$ cat src/rtl/fp_widen_pkg.sv
package fp_widen_pkg;
  localparam int SRC_EXP_W  = 8;
  localparam int SRC_FRAC_W = 23;
  localparam int DST_EXP_W  = 11;
  localparam int DST_FRAC_W = 52;

  localparam int SRC_W      = 1 + SRC_EXP_W + SRC_FRAC_W;
  localparam int DST_W      = 1 + DST_EXP_W + DST_FRAC_W;
  localparam int SRC_MAG_W  = SRC_W - 1;
  localparam int DST_MAG_W  = DST_W - 1;
  localparam int FRAC_PAD   = DST_FRAC_W - SRC_FRAC_W;
  localparam int LZ_W       = $clog2(SRC_FRAC_W + 1);
  localparam int SRC_BIAS   = (1 << (SRC_EXP_W - 1)) - 1;
  localparam int DST_BIAS   = (1 << (DST_EXP_W - 1)) - 1;
  localparam int BIAS_DIFF  = DST_BIAS - SRC_BIAS;

  typedef enum logic [2:0] {
    CLS_ZERO,
    CLS_SUB,
    CLS_NORM,
    CLS_INF,
    CLS_NAN
  } fp_class_e;
endpackage

$ cat src/rtl/fw_classify.sv
module fw_classify
  import fp_widen_pkg::*;
(
  input  logic [SRC_MAG_W-1:0] mag,
  output fp_class_e            cls
);
  localparam logic [SRC_MAG_W-1:0] MIN_NORM = SRC_MAG_W'(1) << SRC_FRAC_W;
  localparam logic [SRC_MAG_W-1:0] INF_PAT  = SRC_MAG_W'((1 << SRC_EXP_W) - 1) << SRC_FRAC_W;

  logic [SRC_MAG_W-1:0] off_norm;
  logic                 is_norm;
  logic                 is_top;

  always_comb begin
    off_norm = mag - MIN_NORM;
    is_norm  = off_norm < (INF_PAT - MIN_NORM);
    is_top   = mag >= INF_PAT;
    if (is_norm)                   cls = CLS_NORM;
    else if (is_top && mag == INF_PAT) cls = CLS_INF;
    else if (is_top)               cls = CLS_NAN;
    else if (mag != '0)            cls = CLS_SUB;
    else                           cls = CLS_ZERO;
  end
endmodule

$ cat src/rtl/fw_lzc.sv
module fw_lzc #(
  parameter int W   = 23,
  parameter int C_W = $clog2(W + 1)
) (
  input  logic [W-1:0]   vec,
  output logic [C_W-1:0] cnt
);
  always_comb begin
    cnt = C_W'(W);
    for (int i = 0; i < W; i++) begin
      if (vec[i]) cnt = C_W'(W - 1 - i);
    end
  end

  always_comb begin
    if (vec != '0) begin
      p_lzc_lead_r3: assert (vec[W - 1 - int'(cnt)])
        else $error("leading one not at counted position");
    end
  end
endmodule

$ cat src/rtl/fw_compose.sv
module fw_compose
  import fp_widen_pkg::*;
(
  input  fp_class_e             cls,
  input  logic [SRC_EXP_W-1:0]  exp_in,
  input  logic [SRC_FRAC_W-1:0] frac_in,
  input  logic [LZ_W-1:0]       lz,
  output logic [DST_MAG_W-1:0]  mag_out
);
  logic [DST_EXP_W-1:0]  exp_norm;
  logic [DST_EXP_W-1:0]  exp_sub;
  logic [SRC_FRAC_W-1:0] frac_sub;

  always_comb begin
    exp_norm = DST_EXP_W'(exp_in) + DST_EXP_W'(BIAS_DIFF);
    exp_sub  = DST_EXP_W'(BIAS_DIFF) - DST_EXP_W'(lz);
    frac_sub = (frac_in << lz) << 1;
    unique case (cls)
      CLS_NORM: mag_out = {exp_norm, frac_in, {FRAC_PAD{1'b0}}};
      CLS_SUB:  mag_out = {exp_sub, frac_sub, {FRAC_PAD{1'b0}}};
      CLS_INF,
      CLS_NAN:  mag_out = {{DST_EXP_W{1'b1}}, frac_in[SRC_FRAC_W-1],
                           {FRAC_PAD{1'b0}}, frac_in[SRC_FRAC_W-2:0]};
      default:  mag_out = '0;
    endcase
  end
endmodule

$ cat src/rtl/fp_widen_s2d.sv
module fp_widen_s2d
  import fp_widen_pkg::*;
#(
  parameter bit REG_OUT = 1'b1
) (
  input  logic              clk,
  input  logic              rst_n,
  input  logic              in_valid,
  input  logic [SRC_W-1:0]  in_word,
  output logic              out_valid,
  output logic [DST_W-1:0]  out_word
);
  fp_class_e            cls;
  logic [LZ_W-1:0]      lz;
  logic [DST_MAG_W-1:0] mag;
  logic [DST_W-1:0]     res;

  fw_classify u_cls (
    .mag (in_word[SRC_MAG_W-1:0]),
    .cls (cls)
  );

  fw_lzc #(.W(SRC_FRAC_W), .C_W(LZ_W)) u_lzc (
    .vec (in_word[SRC_FRAC_W-1:0]),
    .cnt (lz)
  );

  fw_compose u_cmp (
    .cls     (cls),
    .exp_in  (in_word[SRC_W-2:SRC_FRAC_W]),
    .frac_in (in_word[SRC_FRAC_W-1:0]),
    .lz      (lz),
    .mag_out (mag)
  );

  assign res = {in_word[SRC_W-1], mag};

  generate
    if (REG_OUT) begin : g_reg
      logic             vld_d, vld_q;
      logic [DST_W-1:0] word_d, word_q;

      always_comb begin
        vld_d  = in_valid;
        word_d = in_valid ? res : word_q;
      end

      always_ff @(posedge clk or negedge rst_n) begin
        if (!rst_n) vld_q <= 1'b0;
        else        vld_q <= vld_d;
      end

      always_ff @(posedge clk) begin
        word_q <= word_d;
      end

      assign out_valid = vld_q;
      assign out_word  = word_q;

      p_valid_follow_r7: assert property (@(posedge clk) disable iff (!rst_n)
        in_valid |=> out_valid);
      p_idle_r8: assert property (@(posedge clk) disable iff (!rst_n)
        !in_valid |=> (!out_valid && $stable(out_word)));
      p_sign_r6: assert property (@(posedge clk) disable iff (!rst_n)
        in_valid |=> out_word[DST_W-1] == $past(in_word[SRC_W-1]));
      p_zero_r2: assert property (@(posedge clk) disable iff (!rst_n)
        (in_valid && in_word[SRC_MAG_W-1:0] == '0) |=> out_word[DST_MAG_W-1:0] == '0);
      p_top_exp_r4: assert property (@(posedge clk) disable iff (!rst_n)
        (in_valid && &in_word[SRC_W-2:SRC_FRAC_W]) |=> &out_word[DST_W-2:DST_FRAC_W]);
      p_nan_mid_r5: assert property (@(posedge clk) disable iff (!rst_n)
        (in_valid && &in_word[SRC_W-2:SRC_FRAC_W])
          |=> out_word[DST_FRAC_W-2:SRC_FRAC_W-1] == '0);
    end else begin : g_comb
      assign out_valid = in_valid;
      assign out_word  = res;
    end
  endgenerate

  always @(posedge clk) begin
    if (!rst_n) begin
      p_reset_r9: assert (!out_valid || !REG_OUT) else $error("valid during reset");
    end
  end
endmodule

$ cat config.mk
export PLATFORM = sky130hd
export DESIGN_NAME = fp_widen_s2d
export DESIGN_NICKNAME = d
export VERILOG_FILES = /design/src/rtl/fp_widen_pkg.sv /design/src/rtl/fw_classify.sv /design/src/rtl/fw_lzc.sv /design/src/rtl/fw_compose.sv /design/src/rtl/fp_widen_s2d.sv
export SDC_FILE = /design/constraint.sdc
export NUM_CORES = 1
export LEC_CHECK = 0
export BUFFER_PORTS_ARGS = -buffer_cell sky130_fd_sc_hd__buf_2
export CAP_MARGIN = 20
export CORE_MARGIN = 3
export CORE_UTILIZATION = 50
export DETAILED_ROUTE_END_ITERATION = 12
export PLACE_DENSITY_LB_ADDON = 0.15
export RECOVER_POWER = 100
export SYNTH_ARGS = -nofsm -noshare
export SYNTH_HDL_FRONTEND = slang
export SYNTH_SLANG_ARGS = --single-unit
export TNS_END_PERCENT = 30
$ cat constraint.sdc
create_clock -name clk -period 1.5 [get_ports clk]
set_input_delay 0.3 -clock clk [delete_from_list [all_inputs] [get_ports clk]]
set_output_delay 0.3 -clock clk [all_outputs]
set_load 0.02 [all_outputs]
==> flow_summary_export.csv <==
group,metric,value,unit
clocking,root_buffer,"clkbuf_8",
drt,vias_per_cell,6.06,
critical_path,critPathLaunchType,"input port",
logic_synthesis,synth_edf_count,56,
critical_path,setup.worst_path.class,"input port to flop",
logic_synthesis,netlist_instances,424,
global_routing,grtUsageTotal,0.341,
clocking,cts_tree,"done",
floorplan,design.core.area,7410,µm²
floorplan,die_h,94.5,µm
cells_and_area,antenna_cells,0,
timing,setup_slack,-933,ps
logic_synthesis,ys_seq_area_frac,0.436,
cells_and_area,layout_commonest_cell,"buf_4",
floorplan,row_count,31,
timing,fin_crit,2430,ps
timing,tightest_slew,801,ps
logic_synthesis,synthFlopType,"edfxtp_1",
timing,setup_viol,54,
floorplan,die_w,94.5,µm
cells_and_area,fillers,488,
global_routing,grt_max_degree,58,
status,violations,"setup timing",
status,outcome,"finished, violations left",
drt,wl,15.2,mm
min_path,hold_depth,1,
critical_path,worstPathArrival,2520,ps
placed_design,place_area,5340,µm²
floorplan,dieArea,8930,µm²
logic_synthesis,async_flop_share,0.0175,
drt,wl_per_cell,20.5,µm
floorplan,initial_core_util,0.529,
global_routing,grt_pass1_wl,23.0,mm
cells_and_area,instances_no_fill,742,
drt,dr.pass1.iters,5,
timing,finalHoldViolations,0,
clocking,clk_pin_slew,70,ps
timing,finalCritPeriodShare,1.62,
placed_design,io_buffers,92,
drt,drt_iter0_markers,436,
critical_path,end_kind,"flop",
logic_synthesis,syn_area,3920,µm²
timing,relSlewSlack,0.466,
logic_synthesis,syn_area_per_cell,9.24,µm²
cells_and_area,final_area,6050,µm²
placed_design,gp_congestion,1.07,
cells_and_area,syn_to_final_growth,54.4,%
placed_design,dp.cells,707,
power,power.total,4.87,mW
global_routing,overflow,0,
logic_synthesis,yosysUniqueCellTypes,62,
cells_and_area,multi_input_area,2320,µm²
clocking,cts.sinks,57,
drt,ant_nets,0,
critical_path,crit_fanout,5,
drt,drc,0,
global_routing,antenna_found_initial,0,
critical_path,cp.required,1590,ps
timing,rsz0062_at_grt,"yes",
cells_and_area,nets,676,
power,ir_drop,0.000513,V
logic_synthesis,yosys_warnings,0,
min_path,min_path_type,"input port to flop",
timing,fmax,411,MHz
cells_and_area,regArea,1710,µm²
clocking,numCtsBuffers,9,
timing,drv_slew,0,
global_routing,grt_pass1_vias,4444,
cells_and_area,drive_gt1_frac,0.398,
logic_synthesis,synth-seq-cells,57,
floorplan,io-pin-count,100,
clocking,clk_path_buf_depth,2,
cells_and_area,final_cell_mix,"buf_4 (128), clkbuf_1 (59), edfxtp_1 (56)",
power,p_leak,2.54,nW
drt,num_vias,4494,
placed_design,dp_hpwl,10.5,mm
timing,setup_tns,-37300,ps
power,power_density,805,nW/µm²
run,max_cap_violations,0,
clocking,h-tree-depth,3,
metal layers:
layer / track usage / part of all wire
met1: 0.421 / 0.38
met5: 0 / 0
met3: 0.0614 / 0.094
met4: 0.177 / 0.049
met2: 0.569 / 0.48
state kept, by name, indices dropped and copies added, names as in the netlist:
name,flops
out_valid,1
out_word,56
synth_stat cells (all sizes together), types with 6 or more instances:
| cell | number | share of area |
|---|---|---|
| nor3 | 8 | 0.010 |
| nor2 | 43 | 0.044 |
| clkbuf | 21 | 0.020 |
| mux2i | 28 | 0.072 |
| and2 | 25 | 0.040 |
| a21oi | 19 | 0.024 |
| a211oi | 6 | 0.012 |
| or4 | 8 | 0.018 |
| edfxtp | 56 | 0.43 |
| o21ai | 28 | 0.036 |
| buf | 19 | 0.032 |
| nand3 | 7 | 0.0089 |
| nand2 | 55 | 0.053 |
| inv | 12 | 0.012 |
where the power goes:
group	total [mW]	switching (mW)	internal, mW	leakage, nW
combinational	1.31	0.765	0.544	1.88
sequential	1.89	0.0289	1.86	0.553
clock	1.67	0.688	0.978	0.106
total	4.87	1.48	3.39	2.54
layout make-up:
class / count / share of cell area
Tap cell: 99 / 0.0205
Clock buffer: 11 / 0.0234
Inverter: 12 / 0.00869
Clock inverter: 5 / 0.0132
Sequential cell: 57 / 0.282
Timing Repair Buffer: 237 / 0.269
Multi-Input combinational cell: 321 / 0.383
critical path: stages:
cell,delay [ps]
buf_6,90
or4_4,590
a21oi_4,170
buf_6,120
o21a_4,160
buf_12,130
mux2i_4,250
mux2i_1,120
mux2i_1,210
nand2_1,110
a32o_1,270
through the flow:
stage	setup slack, ps	hold WS [ps]	util
6_report	-933	138	0.816
5_1_grt	-1020	130	0.816
4_1_cts	-889	129	0.807
3_5_place_dp	-1430	76.2	0.720
3_3_place_gp	-1550	75.0	0.720
2_1_floorplan	-1250	4.41	-
logic make-up after synthesis:
group | count (synthesis) | synth area share
XOR/XNOR | 2 | 0.00447
multiplexers | 31 | 0.0802
buffers and inverters | 52 | 0.0636
other | 1 | 0.000958
adder cells (fa/ha/maj) | 3 | 0.00959
AND/OR/NAND/NOR | 168 | 0.210
flip-flops | 57 | 0.436
AO/OA/AOI/OAI | 110 | 0.195
timing repair:
item,4_1_cts,5_1_grt
pin swaps,17,5
gates resized for setup,56,29
hold buffers,1,0
setup buffers,13,3
gates cloned,2,0
hold endpoints to repair,1,0
endpoints found under the setup margin,54,55
worst paths after layout:
path                        startpoint                     end  slack (ps)
worst max-delay path        in_word[5]  out_word[44]$_DFFE_PP_        -930
worst min-delay path       in_word[31]  out_word[63]$_DFFE_PP_         140
max in group asynchronous        rst_n     out_valid$_DFF_PN0_        1170
min in group asynchronous        rst_n     out_valid$_DFF_PN0_         250
(Power assumes the default switching activity.)
